===== src/rtl/ivt_pkg.sv =====
package ivt_pkg;

    // Control byte field positions
    localparam int CB_RUN  = 0;
    localparam int CB_IE   = 1;
    localparam int CB_SRC  = 2;
    localparam int CB_RATE = 3;
    localparam int CB_TO   = 7;

    // Offsets inside the lower half of the register window
    localparam int OFS_CTRL = 0;
    localparam int OFS_STAT = 1;

    localparam int BYTE_W = 8;

endpackage


===== src/rtl/ivt_prescale.sv =====
module ivt_prescale #(
    parameter int BASE_DIV = 4,
    parameter int RATE_W   = 2,
    localparam int RATES   = 1 << RATE_W,
    localparam int PRE_W   = $clog2(BASE_DIV << (RATES - 1))
) (
    input  logic              clk,
    input  logic              rst_n,
    input  logic              run,
    input  logic [RATE_W-1:0] rate,
    output logic              tick
);

    typedef struct packed {
        logic [PRE_W-1:0] cnt;
    } pre_st_t;

    pre_st_t st_d, st_q;

    logic [PRE_W-1:0] lim [RATES];

    genvar g;
    generate
        for (g = 0; g < RATES; g++) begin : g_lim
            assign lim[g] = PRE_W'((BASE_DIV << g) - 1);
        end
    endgenerate

    assign tick = run && (st_q.cnt >= lim[rate]);

    always_comb begin
        st_d = st_q;
        if (!run || tick) begin
            st_d.cnt = '0;
        end else begin
            st_d.cnt = st_q.cnt + PRE_W'(1);
        end
    end

    always_ff @(posedge clk or negedge rst_n) begin
        if (!rst_n) begin
            st_q <= '0;
        end else begin
            st_q <= st_d;
        end
    end

endmodule


===== src/rtl/ivt_count.sv =====
module ivt_count #(
    parameter int W = 32
) (
    input  logic         clk,
    input  logic         rst_n,
    input  logic         start,
    input  logic         tick,
    input  logic         flag_clr,
    input  logic [W-1:0] load,
    output logic [W-1:0] count,
    output logic         flag
);

    typedef struct packed {
        logic [W-1:0] cnt;
        logic         flag;
    } cnt_st_t;

    cnt_st_t st_d, st_q;
    logic    expire;

    assign expire = !start && tick && (st_q.cnt == '0);

    always_comb begin
        st_d = st_q;
        if (start) begin
            st_d.cnt = load;
        end else if (tick) begin
            if (st_q.cnt == '0) begin
                st_d.cnt = load;
            end else begin
                st_d.cnt = st_q.cnt - W'(1);
            end
        end
        if (expire) begin
            st_d.flag = 1'b1;
        end else if (flag_clr) begin
            st_d.flag = 1'b0;
        end
    end

    always_ff @(posedge clk or negedge rst_n) begin
        if (!rst_n) begin
            st_q <= '0;
        end else begin
            st_q <= st_d;
        end
    end

    assign count = st_q.cnt;
    assign flag  = st_q.flag;

endmodule


===== src/rtl/ivt_snap.sv =====
module ivt_snap #(
    parameter int W = 32,
    localparam int NB    = W / 8,
    localparam int IDX_W = $clog2(NB)
) (
    input  logic             clk,
    input  logic             rst_n,
    input  logic             rd_val,
    input  logic [IDX_W-1:0] idx,
    input  logic [W-1:0]     src,
    output logic [7:0]       byte_out
);

    typedef struct packed {
        logic [W-1:0]  val;
        logic          held;
        logic [NB-1:0] seen;
    } snap_st_t;

    snap_st_t     st_d, st_q;
    logic [W-1:0] sel;

    always_comb begin
        st_d = st_q;
        sel  = st_q.held ? st_q.val : src;
        if (rd_val) begin
            if (idx == '0) begin
                st_d.val  = src;
                st_d.held = 1'b1;
                st_d.seen = NB'(1);
                sel       = src;
            end else if (st_q.held) begin
                st_d.seen = st_q.seen | (NB'(1) << idx);
                if (&st_d.seen) begin
                    st_d.held = 1'b0;
                    st_d.seen = '0;
                end
            end
        end
    end

    always_comb begin
        byte_out = '0;
        for (int b = 0; b < NB; b++) begin
            if (idx == IDX_W'(b)) begin
                byte_out = sel[b*8 +: 8];
            end
        end
    end

    always_ff @(posedge clk or negedge rst_n) begin
        if (!rst_n) begin
            st_q <= '0;
        end else begin
            st_q <= st_d;
        end
    end

endmodule


===== src/rtl/ivt_timer.sv =====
module ivt_timer #(
    parameter int W        = 32,
    parameter int BASE_DIV = 4,
    parameter int RATE_W   = 2,
    localparam int NB      = W / 8,
    localparam int IDX_W   = $clog2(NB),
    localparam int ADDR_W  = IDX_W + 1
) (
    input  logic              clk,
    input  logic              rst_n,
    input  logic [ADDR_W-1:0] acc_addr,
    input  logic              wr_stb,
    input  logic [7:0]        wr_data,
    input  logic              rd_stb,
    output logic [7:0]        rd_data,
    output logic              irq
);
    import ivt_pkg::*;

    typedef struct packed {
        logic              run;
        logic              ie;
        logic              src_load;
        logic [RATE_W-1:0] rate;
        logic [W-1:0]      load;
        logic [7:0]        rdata;
    } top_st_t;

    top_st_t st_d, st_q;

    logic             is_val;
    logic [IDX_W-1:0] idx;
    logic             hit_ctrl;
    logic             hit_stat;
    logic             run_w;
    logic             start_w;
    logic             clr_w;
    logic             tick_w;
    logic             flag_w;
    logic [W-1:0]     count_w;
    logic [W-1:0]     load_w;
    logic [W-1:0]     src_w;
    logic [7:0]       snap_byte;
    logic [7:0]       ctrl_byte;
    logic [7:0]       stat_byte;

    assign is_val   = acc_addr[ADDR_W-1];
    assign idx      = acc_addr[IDX_W-1:0];
    assign hit_ctrl = !is_val && (idx == IDX_W'(OFS_CTRL));
    assign hit_stat = !is_val && (idx == IDX_W'(OFS_STAT));

    assign run_w   = st_q.run;
    assign load_w  = st_q.load;
    assign start_w = wr_stb && hit_ctrl && wr_data[CB_RUN] && !st_q.run;
    assign clr_w   = wr_stb && hit_ctrl && wr_data[CB_TO];
    assign src_w   = st_q.src_load ? st_q.load : count_w;

    ivt_prescale #(
        .BASE_DIV (BASE_DIV),
        .RATE_W   (RATE_W)
    ) pre_i (
        .clk   (clk),
        .rst_n (rst_n),
        .run   (run_w),
        .rate  (st_q.rate),
        .tick  (tick_w)
    );

    ivt_count #(
        .W (W)
    ) cnt_i (
        .clk      (clk),
        .rst_n    (rst_n),
        .start    (start_w),
        .tick     (tick_w),
        .flag_clr (clr_w),
        .load     (st_q.load),
        .count    (count_w),
        .flag     (flag_w)
    );

    ivt_snap #(
        .W (W)
    ) snap_i (
        .clk      (clk),
        .rst_n    (rst_n),
        .rd_val   (rd_stb && is_val),
        .idx      (idx),
        .src      (src_w),
        .byte_out (snap_byte)
    );

    always_comb begin
        ctrl_byte                    = '0;
        ctrl_byte[CB_RUN]            = st_q.run;
        ctrl_byte[CB_IE]             = st_q.ie;
        ctrl_byte[CB_SRC]            = st_q.src_load;
        ctrl_byte[CB_RATE +: RATE_W] = st_q.rate;
        ctrl_byte[CB_TO]             = flag_w;
        stat_byte                    = '0;
        stat_byte[0]                 = flag_w && st_q.ie;
    end

    always_comb begin
        st_d = st_q;
        if (wr_stb) begin
            if (hit_ctrl) begin
                st_d.run      = wr_data[CB_RUN];
                st_d.ie       = wr_data[CB_IE];
                st_d.src_load = wr_data[CB_SRC];
                st_d.rate     = wr_data[CB_RATE +: RATE_W];
            end else if (is_val) begin
                for (int b = 0; b < NB; b++) begin
                    if (idx == IDX_W'(b)) begin
                        st_d.load[b*8 +: 8] = wr_data;
                    end
                end
            end
        end
        if (rd_stb) begin
            if (is_val) begin
                st_d.rdata = snap_byte;
            end else if (hit_ctrl) begin
                st_d.rdata = ctrl_byte;
            end else if (hit_stat) begin
                st_d.rdata = stat_byte;
            end else begin
                st_d.rdata = '0;
            end
        end
    end

    always_ff @(posedge clk or negedge rst_n) begin
        if (!rst_n) begin
            st_q <= '0;
        end else begin
            st_q <= st_d;
        end
    end

    assign rd_data = st_q.rdata;
    assign irq     = flag_w && st_q.ie;

endmodule


===== config.mk =====
export PLATFORM = sky130hd
export DESIGN_NAME = ivt_timer
export DESIGN_NICKNAME = d
export VERILOG_FILES = /design/src/rtl/ivt_pkg.sv /design/src/rtl/ivt_prescale.sv /design/src/rtl/ivt_count.sv /design/src/rtl/ivt_snap.sv /design/src/rtl/ivt_timer.sv
export SDC_FILE = /design/constraint.sdc
export NUM_CORES = 1
export LEC_CHECK = 0
export ABC_AREA = 0
export BUFFER_PORTS_ARGS = -buffer_cell sky130_fd_sc_hd__buf_2
export CELL_PAD_IN_SITES_DETAIL_PLACEMENT = 0
export CELL_PAD_IN_SITES_GLOBAL_PLACEMENT = 1
export CORE_MARGIN = 8
export CORE_UTILIZATION = 40
export CTS_CLUSTER_SIZE = 8
export DETAILED_ROUTE_END_ITERATION = 8
export PLACE_DENSITY_LB_ADDON = 0.1
export SLEW_MARGIN = 20
export SYNTH_ARGS = -nofsm -noshare
export SYNTH_HDL_FRONTEND = slang
export SYNTH_SLANG_ARGS = --single-unit

===== constraint.sdc =====
create_clock -name clk -period 2.7 [get_ports clk]
set_input_delay 0.81 -clock clk [delete_from_list [all_inputs] [get_ports clk]]
set_output_delay 0.81 -clock clk [all_outputs]
set_load 0.02 [all_outputs]

After elaboration in Yosys (flattened, before gate mapping)

Cells that the tools add are included.
W data, S select, Z words.

$add $sub $neg: 2
Reduce and logical (&&, ||, !) cells: 28
Equal/unequal tests: 3
Mux-type cells: 23
Magnitude comparators: 2
Bitwise gates (word level): 3
Shift-type cells: 1

Operator list:

| cell                    | number |
|---|---|
| $mux W32                | 7 |
| $mux W8                 | 6 |
| $logic_not A32 Y1       | 1 |
| $sub A32 B1 Y32 const B | 1 |
| $mux W5                 | 6 |
| $reduce_and A4 Y1       | 5 |
| $logic_and A1 B1 Y1     | 11 |
| $bmux W5 S2             | 1 |
| $reduce_and A2 Y1       | 3 |
| $reduce_bool A2 Y1      | 3 |
| $add A5 B1 Y5 const B   | 1 |
| $ge A5 B5 Y1            | 1 |
| $eq A2 B2 Y1 const B    | 2 |
| $or A4 B4 Y4            | 1 |
| $shl A1 B2 Y4 const A   | 1 |
| $ge A3 B3 Y1 const B    | 1 |
| $logic_not A1 Y1        | 3 |
| $mux W1                 | 3 |
| $not A2 Y3              | 1 |
| $eq A2 B1 Y1 const B    | 1 |
| $logic_not A2 Y1        | 1 |
| $logic_or A1 B1 Y1      | 1 |
| $not A1 Y1              | 1 |

Flip-flop bits (word level): 120
Output and inout bits: 9
Logic and storage cells: 77

Logic depth before layout (Yosys ltp)

Depth in word-level cells: 9
Depth in mapped cells: 9
Gate-level depth less buffers: 7

Cells and area by module

From an unflattened synthesis, not the netlist that was laid out.

Cells, all modules: 608
Area, all modules: 6764.0 um2

Modules (own cells, without submodules):

| module       | seq. area each (um2) | instances | area each (um2) | cells each |
|---|---|---|---|---|
| ivt_timer    | 1126.1               | 1         | 2244.7          | 162 |
| ivt_count    | 825.8                | 1         | 2157.1          | 260 |
| ivt_snap     | 925.9                | 1         | 2060.7          | 155 |
| ivt_prescale | 125.1                | 1         | 301.5           | 31 |

Least setup slack after synthesis

No wires, ideal clock.

Path type: input to register
From: input acc_addr[0]
To: register st_q (netlist bit rd_data[3])
Data arrival time: 2.193 ns
Stages: 6
Required time: 2.623 ns
Path slack: 0.430 ns
Path buffers: 1
Cell sequence: nand4bb_1 -> clkbuf_1 -> nand2_1 -> mux2_1 -> mux4_2 -> o21ai_1

Cells in the longest elaborated chain, start to end: 8

Ends and longest elaborated chain:

| what                 | line                                            | source |
|---|---|---|
| start, declared      | ivt_timer.sv:11                                 | `input logic [ADDR_W-1:0] acc_addr,` |
| $logic_not A2 Y1     | ivt_snap.sv:27, ivt_snap.sv:45, ivt_timer.sv:49 |  |
| $mux W32             | ivt_snap.sv:27                                  | `if (idx == '0) begin` |
| $mux W32             | ivt_snap.sv:26                                  | `if (rd_val) begin` |
| $mux W8 (4 in a row) | ivt_snap.sv:45                                  | `if (idx == IDX_W'(b)) begin` |
| $mux W8 *            | ivt_timer.sv:121                                | `if (is_val) begin` |
| end signal, assigned | ivt_timer.sv:137                                | `st_q <= st_d;` |
| end, declared        | ivt_timer.sv:29                                 | `top_st_t st_d, st_q;` |

Every way passes the cells marked *; elsewhere a longest branch is shown, timed or not.
A chain may end at the register's enable or synchronous reset.

Worst setup path in the final report

From: register cnt_i.st_q (netlist bit cnt_i.count[3])
To: register cnt_i.st_q (netlist bit cnt_i.count[27])

Cells in the longest elaborated chain, start to end: 4

Ends and longest elaborated chain:

| what                                                        | line                             | source |
|---|---|---|
| start, declared                                             | ivt_count.sv:19                  | `cnt_st_t st_d, st_q;` |
| start signal, assigned                                      | ivt_count.sv:46                  | `st_q <= st_d;` |
| $sub A32 B1 Y32 / $logic_not A32 Y1 (equally long branches) | ivt_count.sv:32, ivt_count.sv:29 |  |
| $mux W32 *                                                  | ivt_count.sv:29                  | `if (st_q.cnt == '0) begin` |
| $mux W32 *                                                  | ivt_count.sv:28                  | `end else if (tick) begin` |
| $mux W32 *                                                  | ivt_count.sv:26                  | `if (start) begin` |

Every way passes the cells marked *; elsewhere a longest branch is shown, timed or not. The select of a mux whose other input is x is not followed.

==> results.json <==
{
  "fin_area_um2": 7950,
  "outcome": "finished clean",
  "start_util_pct": 40.5,
  "area_delta_synth_final_pct": 19.2,
  "die_area_um2": 21100,
  "ys_top_cells_by_area": "dfrtp_1 (44%), mux2_2 (7.1%), mux2i_1 (6.3%)",
  "nNetsFinal": 764,
  "layout-drive-gt1-share_pct": 22.1,
  "vias": 5687,
  "critPathMaxFanout": 8,
  "cp-end-kind": "register",
  "drc": 0,
  "place_congestion": 0.919,
  "max_slew.worst_pin.slew_ns": 0.591,
  "grt_pass1_vias": 5760,
  "yosys.area_share.xor_xnor_pct": 0.394,
  "layout_commonest_cell": "dfrtp_1",
  "dp_hpwl_um": 15800,
  "clkTransAtPathRegs_ns": 0.05,
  "syn_area_um2": 6670,
  "cp.required_ns": 3.00,
  "maxSlewHeadroom_pct": 60.6,
  "synth_top_family_by_area": "simple AND/OR/NAND/NOR gates",
  "swShare_pct": 32.6,
  "yosys_register_bits": 118,
  "die_y_um": 145,
  "setup_tns_ns": 0,
  "synth.distinct_cells": 68,
  "finalCritPeriodShare_pct": 94.0,
  "timing.rr.start": "cnt_i.count[3]",
  "finalHoldViolCount": 0,
  "p_per_area_nw_per_um2": 804,
  "startpoint_type": "register",
  "worst_ep_arrival_time_ns": 2.84,
  "ant_nets": 0,
  "rsz0062_at_grt": "no",
  "synthArstFlopShare_pct": 100,
  "cap_violations": 0,
  "grt_pass1_wl_um": 34000,
  "max_freq_mhz": 394,
  "p_sw_mw": 2.09,
  "die_x_um": 145,
  "h-tree-depth": 4,
  "ys_seq_area_share_pct": 44.2,
  "grt.overflow.total": 0,
  "final.fill_count": 1609,
  "regToRegSetupSlack_ns": 0.16,
  "setup_viol": 0,
  "synth_edf_count": 0,
  "leakage_nw": 3.44,
  "syn-num-nets": 712,
  "path_class": "reg -> reg",
  "muxShareOfSynthArea_pct": 16.3,
  "clock_power_share_pct": 34.4,
  "cts_tree": "built",
  "synthAdderAreaFrac_pct": 1.12,
  "period_minus_slack_ns": 2.54,
  "root_buffer": "clkbuf_16",
  "ir_drop_v": 0.000458,
  "final_cell_mix": "dfrtp_1 (117), nand2_1 (72), buf_4 (53)",
  "grt_usage_pct": 20.8,
  "grt_max_degree": 43,
  "yosysTopAreaCellShare_pct": 44.2,
  "synth-simple-area-share_pct": 17.5,
  "coreArea_um2": 16500,
  "hold_path_class": "in -> async",
  "ys.flop_type": "dfrtp_1",
  "endpoint": "cnt_i.count[27]",
  "netlist_instances": 691,
  "drt_iter0_markers": 434,
  "placed_cell_area_um2": 7380,
  "slew_violations": 0,
  "reg2regPathDepth": 6,
  "p_comb_share_pct": 26.5,
  "synth_compound_area_share_pct": 15.7,
  "antenna_found_initial": 0,
  "avgSynthCellArea_um2": 9.66,
  "rows": 47,
  "holdBufCountCts": 0,
  "cts.path.max_buffers": 2,
  "finalPower_mw": 6.39,
  "synth_warnings": 0,
  "clkSinkCount": 118,
  "port_buffers": 23,
  "regToRegEndpoint": "cnt_i.count[27]",
  "finalWirelength_um": 21300,
  "yosys.area.top_type": "dfrtp_1",
  "io_pins": 24,
  "viasPerCell": 5.83,
  "clk_latency_ns": 0.41,
  "post_drt_wl_per_cell_um": 21.9,
  "p_seq_share_pct": 39.1,
  "finClkSkew_ns": 0.00630,
  "numCtsBuffers": 17,
  "drtPass1Iterations": 5,
  "n_antenna_cell": 0,
  "critPathLaunch": "cnt_i.count[3]",
  "p_int_mw": 4.30
}
## power by group through the flow
stage | clock network (mW) | registers (mW) | logic [mW]
floorplan | 0 | 2.42 | 1.08
detailed placement | 0 | 2.52 | 1.69
global route | 2.32 | 2.55 | 1.87
finish | 2.20 | 2.50 | 1.69
global placement | 0 | 2.51 | 1.67
CTS | 2.24 | 2.49 | 1.70
## worst min-delay path by stage
stage,from,cells after the start,slack [ns],to
global placement,snap_i.st_q[9],2,0.46,snap_i.st_q[9]
global route,rst_n,1,0.43,snap_i.st_q[18]
finish,rst_n,1,0.40,snap_i.st_q[18]
floorplan,cnt_i.flag,2,0.44,cnt_i.flag
CTS,rst_n,1,0.40,snap_i.st_q[27]
detailed placement,snap_i.st_q[24],2,0.47,snap_i.st_q[24]
## area by class of cell
type / count / area [µm²] / share of cell area, %
Multi-Input combinational cell: 496 / 3420 / 43.0
Sequential cell: 118 / 2950 / 37.1
Timing Repair Buffer: 81 / 628 / 7.90
Clock buffer: 27 / 493 / 6.20
Tap cell: 220 / 275 / 3.46
Inverter: 29 / 109 / 1.37
Clock inverter: 4 / 70.1 / 0.881
## critical path: stages (launching register included)
cell and delay (ns):
dfrtp_1 0.45, or4_1 0.72, nor3_1 0.46, buf_4 0.20, nand4_1 0.09, mux2_1 0.30, o22a_1 0.19
## state kept, by name (all words and copies together) (netlist names)
signal and cells:
cnt_i.count 32, cnt_i.flag 1, ctrl_byte 4, load_w 32
pre_i.st_q 5, rd_data 8, run_w 1, snap_i.st_q 35
## cells in the mapped netlist, drive strengths merged (7+ instances only)
library cell / number
dfrtp: 118
nand2: 72
o21ai: 61
mux2: 51
nor2: 43
mux2i: 42
clkbuf: 31
inv: 29
nand3: 28
a21oi: 24
buf: 17
nand4: 15
nor3: 13
nor4: 13
a22oi: 11
o22a: 10
or4: 10
a211oi: 7
a31oi: 7
and3: 7
## kinds of logic (layout without fill, tap and decap cells)
logic type                 after synthesis  count (layout)
and+or+nand+nor                        229             229
AOI/OAI and AO/OA                      161             161
DFF                                    118             118
muxes                                   97              97
buffers and inverters                   77             141
adders and majority gates                6               6
xor gates and xnor gates                 3               3
## metrics by stage
stage          cells  setup WS, ns  hold slack, ns  util (%)
2_1_floorplan    691         0.430           0.443         -
3_3_place_gp     944        0.0683           0.459      44.8
3_5_place_dp     944        0.0643           0.468      44.8
4_1_cts          975        0.0781           0.403      48.3
5_1_grt          975        0.0436           0.425      48.3
6_report         975         0.163           0.397      48.3
## per-layer routing
metal,wire [µm],share of wire (%),vias up,track usage (%)
li1,-,-,2647,-
met1,9860,46,2821,27.6
met2,9750,46,182,32.7
met3,1090,5.1,37,3.92
met4,613,2.9,0,8.43
met5,0,0,-,0
## timing repair
action / 4_1_cts / 5_1_grt
setup buffers: 0 / 0
setup endpoints to repair: 0 / 16
resized for setup: 0 / 2
endpoints found under the hold margin: 0 / 0
No activity file was read; power rests on OpenSTA's default activity.
